### src/rtl/chain_tick_timer.sv
module chain_tick_timer #(
  parameter int NCH = 4,
  parameter int W   = 32,
  parameter int AW  = 12
) (
  input  logic          clk,
  input  logic          rst_n,
  input  logic          bus_wr,
  input  logic [AW-1:0] bus_addr,
  input  logic [W-1:0]  bus_wdata,
  output logic [W-1:0]  bus_rdata,
  input  logic          dbg_halt,
  output logic [NCH-1:0] irq
);
  localparam int SW = AW - 4;

  logic frz, mdis;
  logic [W-1:0] ld  [NCH];
  logic [W-1:0] cnt [NCH];
  logic [NCH-1:0] en, ie, chn, flg, live, tick, expd;

  wire run = !mdis && !(frz && dbg_halt);
  wire aligned = bus_addr[1:0] == 2'b00;
  wire [SW-1:0] slot  = bus_addr[AW-1:4];
  wire [SW-1:0] chsel = slot - SW'(16);
  wire in_ch   = aligned && (slot >= SW'(16)) && (chsel < SW'(NCH));
  wire top_hit = bus_addr == '0;
  wire [1:0] sub = bus_addr[3:2];

  always_ff @(posedge clk) begin
    if (!rst_n) begin
      frz  <= 1'b0;
      mdis <= 1'b1;
    end else if (bus_wr && top_hit) begin
      frz  <= bus_wdata[0];
      mdis <= bus_wdata[1];
    end
  end

  for (genvar i = 0; i < NCH; i++) begin : g_ch
    wire wsel = bus_wr && in_ch && (chsel == SW'(i));

    if (i == 0) begin : g_head
      assign tick[i] = run & en[i] & live[i];
    end else begin : g_link
      assign tick[i] = run & en[i] & live[i] & (~chn[i] | expd[i-1]);
    end
    assign expd[i] = tick[i] && (cnt[i] == '0);

    always_ff @(posedge clk) begin
      if (!rst_n) begin
        ld[i]   <= '0;
        cnt[i]  <= '0;
        en[i]   <= 1'b0;
        ie[i]   <= 1'b0;
        chn[i]  <= 1'b0;
        flg[i]  <= 1'b0;
        live[i] <= 1'b0;
      end else begin
        if (!en[i]) live[i] <= 1'b0;
        else if (run && !live[i]) begin
          live[i] <= 1'b1;
          cnt[i]  <= ld[i];
        end else if (expd[i]) cnt[i] <= ld[i];
        else if (tick[i])     cnt[i] <= cnt[i] - 1'b1;

        if (expd[i]) flg[i] <= 1'b1;
        else if (wsel && sub == 2'd3 && bus_wdata[0]) flg[i] <= 1'b0;

        if (wsel && sub == 2'd0) ld[i] <= bus_wdata;
        if (wsel && sub == 2'd2) begin
          en[i]  <= bus_wdata[0];
          ie[i]  <= bus_wdata[1];
          chn[i] <= bus_wdata[2];
        end
      end
    end
  end

  assign irq = flg & ie;

  always_comb begin
    bus_rdata = '0;
    if (top_hit) bus_rdata[2:0] = {1'b1, mdis, frz};
    for (int i = 0; i < NCH; i++) begin
      if (in_ch && chsel == SW'(i)) begin
        case (sub)
          2'd0: bus_rdata = ld[i];
          2'd1: bus_rdata = cnt[i];
          2'd2: bus_rdata[2:0] = {chn[i], ie[i], en[i]};
          default: bus_rdata[0] = flg[i];
        endcase
      end
    end
  end
endmodule


### config.mk
export PLATFORM = sky130hd
export DESIGN_NAME = chain_tick_timer
export DESIGN_NICKNAME = d
export VERILOG_FILES = /design/src/rtl/chain_tick_timer.sv
export SDC_FILE = /design/constraint.sdc
export NUM_CORES = 1
export LEC_CHECK = 0
export CAP_MARGIN = 25
export CORE_MARGIN = 3
export CORE_UTILIZATION = 40
export DETAILED_ROUTE_END_ITERATION = 7
export DONT_BUFFER_PORTS = 1
export MAX_ROUTING_LAYER = met4
export SETUP_SLACK_MARGIN = 0.4
export SLEW_MARGIN = 20
export SYNTH_ARGS = -nofsm -noshare
export SYNTH_HDL_FRONTEND = slang
export SYNTH_SLANG_ARGS = --single-unit
### constraint.sdc
create_clock -name clk -period 4.4 [get_ports clk]
set_input_delay 0.44 -clock clk [delete_from_list [all_inputs] [get_ports clk]]
set_output_delay 0.44 -clock clk [all_outputs]
set_load 0.02 [all_outputs]
==> results.md <==
* Status: complete, no violations
* FF+latch count, synth at 278
* Layout Skew at between 20 and 30 ps
* H-Tree Depth at 2
* Fillcell total at 3523
* Slowest-stage cell, CP: o41a_1
* Worst Reg-to-Reg Cells at 10
* Fin crit share at approximately 87%
* Worst r2r src: cnt[0][0]$_DFFE_PP_
* DRC at 0
* Mapped Area at around 16000 µm²
* Sw Pwr at 0.001353 W
* Placement Setup Slack at 381.3 ps
* Routed via count at 11440
* Post-Route WL at 44.55 mm
* Final Hold Viols at 0
* Max VDD drop at 0.3220 mV
* Final Core Density at between 40% and 50%
* Starting Density at 41.02%
* IO Count at 84
* Clk Latency, worst-skew pair at 540 ps
* WP buf/inv at 2
* Critical path's top delay family: compound AO/OA/AOI/OAI gates
* N_diodes at 0
* Min-Delay Path Class: input pin to register
* Reg-to-reg slack, setup at between 500 and 600 ps
* Rows at a little over 70
* Clk buf depth at 3
* Power Internal at 0.004628 W
* Hold depth at 2
* Worst setup margin at 588.2 ps
* Port bufs at 0
* HP Start: bus_wdata[2]
* First-pass GRT wire length at 67.84 mm
* Initial antenna violation count at 1
* DR pass1 iterations at 5
* Area growth from synthesis to layout at 12.58%
* Die W at 203.7 µm
* Worst EP required at 4780 ps
* Dpl hpwl at 30.99 mm
* Crit-path max FO at 19
* RSZ-0062 raised after global routing: no
* Gr usage total at between 20% and 30%
* EDFF count, synth at 256
* Via density at 5.820
* CTS Sinks at 278
* CTS buffer count at 34
* Slew Limit Headroom at 49.20%
* PD cells at 339.8 nW/µm²
* Core Area at around 38000 µm²
* Die area at 41490 µm²
* GR Overflow Total at 0
* Final ANT Viol Nets at 0
* Syn nets at 1473
* Yosys cell types at 60
* Startpoint types: register
* Sw Ratio at a little under a quarter
* Largest net degree at the start of global routing at roughly 140
* Max-cap violations at 0
* Register area share after synthesis at between 50 and 60%
* Yosys warns at 0
* Vias in the first global route at 11200
* WP data arrival at roughly 4200 ps
* Worst Max-Slew Pin Slew at ~750 ps
* Root Driver: clkbuf_16
* Pleak at 5.914 nW
* Synth async-reset ratio at 0%
* Die Ht at 203.7 µm
* Sequential share of power at about 51%
* Setup tns final at 0 ps
* Share of cells above drive strength 1 at 9.422%
* Top_reg_cell synth: edfxtp_1
* Reg clk slew, reported paths at 60 ps
* Hold endpoint: chn[2]$_SDFFE_PN0P_
* Routed wire per std cell at 22.67 µm
* CP Class: register to register
* Final max-slew violation count at 0
* Combinational power share at 4.5%
* Routability cong. at roughly 0.90
* CP max stage delay at between 500 and 600 ps
* Synth Instances at around 1400
* Fin nets at 1484
* Fmax achieved at 262.3 MHz
* CTS tree: yes
* Endpoint class of the critical path: register
* Post-Synthesis Mean Instance Area at approximately 11 µm²
* Initial DRC count at 1266
* Minimum clock period at 3812 ps
* R2r endpoint: cnt[3][21]$_DFFE_PP_
* Clk pwr share at 44.1%
* Critical-path cell list: inv_1, ha_1, or3b_2, nor4_4, a41oi_2, o41a_1, o41ai_4, a32oi_4, buf_4, o22ai_1
* Setup-failing EPs final at 0
[stage by stage]
step | std cells | cell area, µm² | power, W | hold slack, ps
after floorplan | 1419 | 15630 | 0.003327 | 437.8
after global placement | 1901 | 16490 | 0.003384 | 471.3
after detailed placement | 1901 | 16490 | 0.003389 | 482.5
after CTS | 1962 | 17530 | 0.006008 | 37.91
after global routing | 1965 | 17600 | 0.006164 | 52.47
final | 1965 | 17600 | 0.005981 | 56.10
[layout by cell type (no fill, tap or decap), types with 20 or more instances in the layout]
cell	n
edfxtp_1	256
and2_1	136
mux2i_1	126
nor2_1	102
nand2_1	87
xnor2_1	72
buf_4	56
o21ai_0	50
nand3_1	45
xor2_1	39
clkbuf_16	37
o22ai_1	36
nor3_1	34
nor4_1	32
o22a_1	29
o221ai_1	29
o2bb2ai_1	29
a211oi_1	28
dfxtp_1	22
a21oi_1	20
[synth_stat cells (all sizes together), types with 18 or more instances]
cell type,instances,share of area (%)
and2,137,5.5
a21oi,21,0.67
clkbuf,71,1.7
nor3,34,1.1
or4,18,0.86
xnor2,72,4.0
o21ai,54,1.7
mux2i,126,8.1
nand3,46,1.5
o22a,29,1.6
o221ai,29,1.6
nor2,107,2.6
xor2,39,2.2
nand2,88,2.1
o22ai,36,1.4
dfxtp,22,2.8
edfxtp,256,49
o2bb2ai,29,1.6
nor4,34,1.5
a211oi,28,1.3
[power groups by stage]
stage / clock network (W) / logic (W) / registers (W)
5_1_grt: 0.00278 / 0.000294 / 0.00309
4_1_cts: 0.00267 / 0.000267 / 0.00307
3_5_place_dp: 0 / 0.000264 / 0.00313
6_report: 0.00264 / 0.000270 / 0.00307
2_1_floorplan: 0 / 0.000226 / 0.00310
3_3_place_gp: 0 / 0.000263 / 0.00312
[worst register-to-register path, cell delays in order, from the launching register on]
cell and delay [ps]:
edfxtp_1 440, inv_1 110, ha_1 150, or3b_2 480, nor4_4 360, a41oi_2 260
o41a_1 570, o41ai_4 510, a32oi_4 310, buf_4 300, o22ai_1 210
[layout make-up]
type | instances | area (µm²) | area share [%]
flip-flops and latches | 278 | 8128 | 46.18
well taps | 511 | 639.4 | 3.633
clock inverters | 15 | 71.32 | 0.4052
inverters | 14 | 52.55 | 0.2986
multi-input cells | 1042 | 7263 | 41.27
clock buffers | 45 | 955.9 | 5.432
repair buffers | 60 | 489.2 | 2.780
[routing by layer]
metal  vias up  part of all wire (%)  GRT usage (%)
li1       5367                     -              -
met2       426                    46          32.67
met4         0                   2.6          6.121
met5         -                     0              -
met1      5579                    44          30.14
met3        65                   7.7          4.485
[sequential cells by signal, summed over array words and instances, names as in the netlist]
register  count
chn           4
cnt         128
en            4
flg           4
frz           1
ie            4
ld          128
live          4
mdis          1
[cells by family (layout without fill, tap and decap cells)]
group,Yosys count,in the layout,share of synthesized area [%]
buf+inv,99,134,2.393
mux,131,131,8.716
compound gates,267,267,12.30
xor+xnor,111,111,6.219
fa+ha+maj,6,6,0.4802
simple gates,527,527,17.90
flops,278,278,51.99
[what timing repair did]
action	4_1_cts	5_1_grt
endpoints found under the setup margin	0	19
setup buffers	0	1
hold endpoints to repair	1	0
gates resized for setup	0	3
hold buffers	1	0
[how the worst max path moves through the flow]
| stage | start | to | slack [ps] | cells past startpoint |
|---|---|---|---|---|
| 4_1_cts | cnt[0][5]$_DFFE_PP_ | cnt[3][21]$_DFFE_PP_ | 400 | 8 |
| 3_5_place_dp | cnt[0][5]$_DFFE_PP_ | cnt[3][21]$_DFFE_PP_ | 380 | 8 |
| 6_report | cnt[0][0]$_DFFE_PP_ | cnt[3][21]$_DFFE_PP_ | 590 | 10 |
| 3_3_place_gp | cnt[0][0]$_DFFE_PP_ | cnt[3][20]$_DFFE_PP_ | 540 | 10 |
| 5_1_grt | cnt[0][0]$_DFFE_PP_ | cnt[3][14]$_DFFE_PP_ | 420 | 10 |
| 2_1_floorplan | cnt[0][5]$_DFFE_PP_ | cnt[1][0]$_DFFE_PP_ | 530 | 7 |
No activity file was read; power rests on OpenSTA's default activity.
